===== src/rtl/decim_ctrl_pkg.sv =====
package decim_ctrl_pkg;
    localparam int BUS_W     = 16;
    localparam int ADDR_W    = 2;
    localparam int ORDER_W   = 3;
    localparam int GROW_W    = 6;
    localparam int HRATE_W   = 10;
    localparam int FRATE_W   = 4;

    // field positions inside the written word
    localparam int ORDER_LSB = 0;
    localparam int GROW_LSB  = ORDER_LSB + ORDER_W;
    localparam int HBYP_BIT  = GROW_LSB + GROW_W;
    localparam int FBYP_BIT  = 0;
    localparam int FOFF_BIT  = 1;
    localparam int FRATE_LSB = 2;

    typedef enum logic [ADDR_W-1:0] {
        SLOT_ORDER  = 2'd0,
        SLOT_HRATE  = 2'd1,
        SLOT_FIRCTL = 2'd2,
        SLOT_COEF   = 2'd3
    } slot_e;

    typedef struct packed {
        logic [ORDER_W-1:0] order;
        logic [GROW_W-1:0]  growth;
        logic               hdf_byp;
        logic [HRATE_W-1:0] hrate;
        logic               fir_byp;
        logic               fir_off;
        logic [FRATE_W-1:0] frate;
    } cfg_t;

    localparam cfg_t CFG_RESET = '{
        order:   '0,
        growth:  '0,
        hdf_byp: 1'b0,
        hrate:   '0,
        fir_byp: 1'b0,
        fir_off: 1'b1,
        frate:   '0
    };
endpackage


===== src/rtl/ctrl_sync.sv =====
module ctrl_sync #(
    parameter int DEPTH = 2
) (
    input  logic clk,
    input  logic rst_n,
    input  logic din,
    output logic dout
);
    logic [DEPTH-1:0] sh_d, sh_q;

    generate
        if (DEPTH == 1) begin : g_single
            always_comb sh_d = din;
        end else begin : g_chain
            always_comb sh_d = {sh_q[DEPTH-2:0], din};
        end
    endgenerate

    always_ff @(posedge clk or negedge rst_n) begin
        if (!rst_n) sh_q <= '0;
        else        sh_q <= sh_d;
    end

    assign dout = sh_q[DEPTH-1];
endmodule


===== src/rtl/ctrl_regfile.sv =====
module ctrl_regfile
    import decim_ctrl_pkg::*;
(
    input  logic              clk,
    input  logic              rst_n,
    input  logic              act_s,
    input  logic [ADDR_W-1:0] addr,
    input  logic [BUS_W-1:0]  cbus,
    output cfg_t              cfg,
    output logic              coef_we,
    output logic [BUS_W-1:0]  coef_wdata
);
    typedef struct packed {
        cfg_t             cfg;
        logic             act_prev;
        logic             coef_we;
        logic [BUS_W-1:0] coef_wdata;
    } rf_state_t;

    rf_state_t d, q;
    logic      commit;

    always_comb begin
        d          = q;
        d.act_prev = act_s;
        d.coef_we  = 1'b0;
        commit     = q.act_prev & ~act_s;
        if (commit) begin
            case (slot_e'(addr))
                SLOT_ORDER: begin
                    d.cfg.order   = cbus[ORDER_LSB +: ORDER_W];
                    d.cfg.growth  = cbus[GROW_LSB +: GROW_W];
                    d.cfg.hdf_byp = cbus[HBYP_BIT];
                end
                SLOT_HRATE: begin
                    d.cfg.hrate = cbus[HRATE_W-1:0];
                end
                SLOT_FIRCTL: begin
                    d.cfg.fir_byp = cbus[FBYP_BIT];
                    d.cfg.fir_off = cbus[FOFF_BIT];
                    d.cfg.frate   = cbus[FRATE_LSB +: FRATE_W];
                end
                default: begin
                    d.coef_we    = 1'b1;
                    d.coef_wdata = cbus;
                end
            endcase
        end
    end

    always_ff @(posedge clk or negedge rst_n) begin
        if (!rst_n) q <= '{cfg: CFG_RESET, act_prev: 1'b0, coef_we: 1'b0, coef_wdata: '0};
        else        q <= d;
    end

    assign cfg        = q.cfg;
    assign coef_we    = q.coef_we;
    assign coef_wdata = q.coef_wdata;
endmodule


===== src/rtl/ctrl_start.sv =====
module ctrl_start (
    input  logic clk,
    input  logic rst_n,
    input  logic arm_s,
    input  logic run_sync_in,
    output logic start_echo,
    output logic run
);
    typedef struct packed {
        logic arm_prev;
        logic sin_q;
        logic sin_prev;
        logic echo;
        logic run;
    } st_state_t;

    st_state_t d, q;
    logic      arm_rise, sin_fall;

    always_comb begin
        arm_rise   = arm_s & ~q.arm_prev;
        sin_fall   = q.sin_prev & ~q.sin_q;
        d          = q;
        d.arm_prev = arm_s;
        d.sin_q    = run_sync_in;
        d.sin_prev = q.sin_q;
        d.echo     = arm_rise;
        d.run      = q.run | arm_rise | sin_fall;
    end

    always_ff @(posedge clk or negedge rst_n) begin
        if (!rst_n) q <= '0;
        else        q <= d;
    end

    assign start_echo = q.echo;
    assign run        = q.run;
endmodule


===== src/rtl/ctrl_divider.sv =====
module ctrl_divider #(
    parameter int W = 10
) (
    input  logic         clk,
    input  logic         rst_n,
    input  logic         en,
    input  logic [W-1:0] limit,
    output logic         tick
);
    typedef struct packed {
        logic [W-1:0] cnt;
        logic         tick;
    } dv_state_t;

    dv_state_t d, q;
    logic      wrap;

    always_comb begin
        wrap = q.cnt >= limit;
        d    = q;
        if (!en) begin
            d.cnt  = '0;
            d.tick = 1'b0;
        end else begin
            d.tick = wrap;
            d.cnt  = wrap ? '0 : q.cnt + 1'b1;
        end
    end

    always_ff @(posedge clk or negedge rst_n) begin
        if (!rst_n) q <= '0;
        else        q <= d;
    end

    assign tick = q.tick;
endmodule


===== src/rtl/decim_host_ctrl.sv =====
module decim_host_ctrl
    import decim_ctrl_pkg::*;
#(
    parameter int SYNC_DEPTH = 2
) (
    input  logic               clk,
    input  logic               rst_n,
    input  logic               sel_n,
    input  logic               wr_n,
    input  logic [ADDR_W-1:0]  addr,
    input  logic [BUS_W-1:0]   cbus,
    input  logic               arm_async,
    input  logic               run_sync_in,
    output logic               start_echo,
    output logic               run,
    output logic               dec_tick,
    output logic [ORDER_W-1:0] order,
    output logic [GROW_W-1:0]  growth,
    output logic               hdf_byp,
    output logic [HRATE_W-1:0] hrate,
    output logic               fir_byp,
    output logic               fir_off,
    output logic [FRATE_W-1:0] frate,
    output logic               coef_we,
    output logic [BUS_W-1:0]   coef_wdata
);
    logic act_raw, act_s, arm_s;
    cfg_t cfg;

    assign act_raw = ~sel_n & ~wr_n;

    ctrl_sync #(.DEPTH(SYNC_DEPTH)) u_wsync (
        .clk(clk), .rst_n(rst_n), .din(act_raw), .dout(act_s)
    );

    ctrl_sync #(.DEPTH(SYNC_DEPTH)) u_async (
        .clk(clk), .rst_n(rst_n), .din(arm_async), .dout(arm_s)
    );

    ctrl_regfile u_regs (
        .clk(clk), .rst_n(rst_n), .act_s(act_s), .addr(addr), .cbus(cbus),
        .cfg(cfg), .coef_we(coef_we), .coef_wdata(coef_wdata)
    );

    ctrl_start u_start (
        .clk(clk), .rst_n(rst_n), .arm_s(arm_s), .run_sync_in(run_sync_in),
        .start_echo(start_echo), .run(run)
    );

    ctrl_divider #(.W(HRATE_W)) u_div (
        .clk(clk), .rst_n(rst_n), .en(run), .limit(cfg.hrate), .tick(dec_tick)
    );

    assign order   = cfg.order;
    assign growth  = cfg.growth;
    assign hdf_byp = cfg.hdf_byp;
    assign hrate   = cfg.hrate;
    assign fir_byp = cfg.fir_byp;
    assign fir_off = cfg.fir_off;
    assign frate   = cfg.frate;
endmodule


===== config.mk =====
export PLATFORM = sky130hd
export DESIGN_NAME = decim_host_ctrl
export DESIGN_NICKNAME = d
export VERILOG_FILES = /design/src/rtl/decim_ctrl_pkg.sv /design/src/rtl/ctrl_sync.sv /design/src/rtl/ctrl_regfile.sv /design/src/rtl/ctrl_start.sv /design/src/rtl/ctrl_divider.sv /design/src/rtl/decim_host_ctrl.sv
export SDC_FILE = /design/constraint.sdc
export NUM_CORES = 1
export LEC_CHECK = 0
export ABC_AREA = 0
export CORE_ASPECT_RATIO = 0.7
export CORE_MARGIN = 3
export CORE_UTILIZATION = 45
export CTS_BUF_LIST = sky130_fd_sc_hd__clkbuf_4 sky130_fd_sc_hd__clkbuf_8
export CTS_CLUSTER_DIAMETER = 150
export DETAILED_ROUTE_END_ITERATION = 8
export PLACE_DENSITY = 0.8
export SLEW_MARGIN = 40
export SYNTH_ARGS = -nofsm -noshare
export SYNTH_HDL_FRONTEND = slang
export SYNTH_SLANG_ARGS = --single-unit
export TNS_END_PERCENT = 1

===== constraint.sdc =====
create_clock -name clk -period 2 [get_ports clk]
set_input_delay 0.6 -clock clk [delete_from_list [all_inputs] [get_ports clk]]
set_output_delay 0.6 -clock clk [all_outputs]
set_load 0.01 [all_outputs]

==> results.py <==
metrics = {
    "final_layout": {
        "utilization": 0.594,
        "area_growth_pct": 26.8,
        "fin_nets": 310,
        "drive_above_1_share": 0.279,
        "fillers": 511,
        "antenna_cells": 0,
    },
    "power_and_ir_drop": {
        "p_sw_uw": 1230,
        "p_clk_frac": 0.292,
        "intPower_uw": 3050,
        "swShare": 0.287,
        "combPwrFrac": 0.290,
        "leakage_uw": 0.00164,
        "pwr_density_cell_nw_per_um2": 1140,
        "power_frac_seq": 0.418,
        "p_total_uw": 4270,
        "irDropWorstVdd_uv": 549,
    },
    "critical_path": {
        "reg2reg_to": "u_div.q[5]$_DFF_PN0_",
        "r2r_cells": 6,
        "critPathKind": "flop to output pin",
        "cp-start-kind": "flop",
        "critPathTopFamily": "buffers and inverters",
        "slowest_stage": "clkdlybuf4s50_1",
        "worstPathRequired_ns": 1.40,
        "slowest_delay_ns": 0.55,
        "r2r_slack_ns": 0.30,
        "timing.rr.start": "u_regs.cfg[15]$_DFFE_PN0P_",
        "crit_path_cell_trace": "clkdlybuf4s50_1",
        "worstPathMaxFanout": 4,
        "crit_buf_inv": 1,
        "endpoint_kind": "output pin",
        "worstPathArrival_ns": 1.31,
    },
    "routing": {
        "wirelength_um": 5450,
        "drt-wirelength-per-cell_um": 15.2,
        "drc": 0,
        "drt_first_pass_iters": 4,
        "first_iter_violations": 69,
        "num_vias": 1745,
        "vias_per_cell": 4.87,
        "ant_nets": 0,
    },
    "grt": {
        "first_global_vias": 1819,
        "grt_start_max_net_pins": 65,
        "grt_pass1_wl_um": 8770,
        "track_usage": 0.156,
        "grt_overflow": 0,
        "antenna_found_initial": 0,
    },
    "sta": {
        "layout_min_cycle_time_ns": 1.91,
        "max_freq_mhz": 522,
        "setup_viol": 0,
        "hold_viol": 0,
        "rsz0062_at_grt": "false",
        "fin_worst_skew_ns": 0.00715,
        "post-route-period-util": 0.957,
        "tightest_slew_ns": 0.450,
        "slew_violations": 0,
        "relSlewSlack": 0.699,
    },
    "logic_synthesis": {
        "synthFlopType": "dfrtp_1",
        "syn_inst": 228,
        "synth.avg_cell_area_sq_um": 13.0,
        "async_flop_share": 1.00,
        "synth-edff-count": 0,
        "synth_cell_type_count": 33,
        "ys_ff_latch": 64,
        "yosysWarningCount": 0,
        "synth_area_sq_um": 2960,
        "seq_area_frac_synth": 0.542,
        "syn_nets": 263,
    },
    "clocking": {
        "cts_buffers": 9,
        "h-tree-depth": 3,
        "clkSlewWorstSetupHoldPaths_ns": 0.07,
        "clockRootBuffer": "clkbuf_8",
        "clock_sinks": 64,
        "cts_tree": "built",
        "clock_path_buffers": 2,
        "ctsHoldBuffers": 0,
        "clk_latency_ns": 0.34,
    },
    "placed_design": {
        "dp.final_hpwl_um": 4000,
        "port_buffers": 69,
        "gp_congestion": 0.800,
    },
    "die": {
        "core_sq_um": 6310,
        "die_x_um": 103,
        "initial_core_util": 0.469,
        "core.rowCount": 24,
        "die_y_um": 73.8,
        "die_area_sq_um": 7590,
        "pin_count": 70,
    },
    "status": {
        "status": "completed",
    },
    "job": {
        "drv_cap": 0,
    },
    "hold_path": {
        "hold_path_class": "input pin to asynchronous set/reset pin",
    },
}
metal layers:
metal / track usage / wire [um] / share of wire / up-vias
li1: - / - / - / 828
met1: 0.191 / 2450 / 0.45 / 838
met2: 0.235 / 2320 / 0.43 / 72
met3: 0.0930 / 620 / 0.11 / 7
met4: 0.0431 / 57 / 0.010 / 0
met5: 0 / 0 / 0 / -
placed cells by master, fill, tap and decap left out, types with 3 or more instances in the layout:
master	synthesis	final
nand2_1	5	5
xnor2_1	6	6
nor3_1	11	11
nand3_1	4	4
dfrtp_1	63	62
ha_1	11	11
clkbuf_8	0	10
mux2_2	42	42
inv_1	16	16
buf_4	40	6
clkdlybuf4s50_1	0	67
a21oi_1	3	3
sequential cells by signal (all words and copies together), names as in the netlist, 2 cells and up:
signal and count:
u_div.q 10, u_start.q 2, u_async.sh_q 2, u_wsync.sh_q 2
u_regs.coef_wdata 16, u_regs.cfg 26
synthesized netlist by cell type (all sizes together) (2+ instances only):
library cell	count	area, sq um
dfrtp	63	1580
nor2b	2	20.0
a21oi	3	15.0
nand3	6	47.6
a211o	2	17.5
xnor2	6	52.6
xor2	2	17.5
ha	11	138
nand2	5	18.8
mux2	42	473
inv	16	60.1
buf	42	317
nor2	4	30.0
nor3	12	65.1
final cells by class:
cell class,count,area (sq um),share of cell area
tap,78,97.6,0.0260
clock buffer,10,138,0.0367
sequential,64,1600,0.428
clock inverter,6,92.6,0.0247
multi-input combinational,106,982,0.262
timing repair buffer,78,774,0.207
inverter,16,60.1,0.0160
worst max-delay path by stage:
stage | start | endpoint | cells past startpoint
2_1_floorplan | u_div.q[5]$_DFF_PN0_ | u_div.q[3]$_DFF_PN0_ | 6
3_3_place_gp | addr[0] | u_regs.coef_wdata[10]$_DFFE_PN0P_ | 4
3_5_place_dp | addr[0] | u_regs.cfg[20]$_DFFE_PN0P_ | 4
4_1_cts | u_start.run$_DFF_PN0_ | run | 1
5_1_grt | u_regs.cfg[13]$_DFFE_PN0P_ | hrate[7] | 1
6_report | u_start.run$_DFF_PN0_ | run | 1
kinds of logic after synthesis:
family	synth area share
DFF	0.542
muxes	0.160
xor gates and xnor gates	0.0237
adders and majority gates	0.0466
buffers and inverters	0.127
AOI/OAI and AO/OA	0.0258
and+or+nand+nor	0.0745
timing repair:
action                                  CTS  global route
endpoints found under the setup margin    1             1
buffers inserted                          0             0
hold endpoints to repair                  0             0
gates resized for setup                   1             1
worst register-to-register path: stages, from the launching register on:
cell and delay [ns]:
dfrtp_1 0.38, inv_1 0.05, ha_1 0.32, a21oi_1 0.19
o211ai_1 0.22, clkbuf_2 0.23, nor3_1 0.23
power by group through the flow:
stage                     logic (uW)  registers (uW)  clock network, uW
final                           1240            1790               1250
after global routing            1370            1830               1340
after CTS                       1260            1790               1290
after detailed placement        1260            1810                  0
after global placement          1210            1800                  0
after floorplan                  883            1760                  0
per-stage QoR:
step	instance area, sq um	setup slack (ns)	cells	setup TNS (ns)	hold slack, ns
floorplan	2960	0.432	228	0	0.304
finish	3750	0.0853	358	0	0.258
global placement	3510	-0.0193	341	-0.346	0.333
CTS	3740	0.00634	357	0	0.261
detailed placement	3510	-0.0916	341	-1.82	0.336
global route	3750	0.0415	358	0	0.273
(Power assumes the default switching activity.)
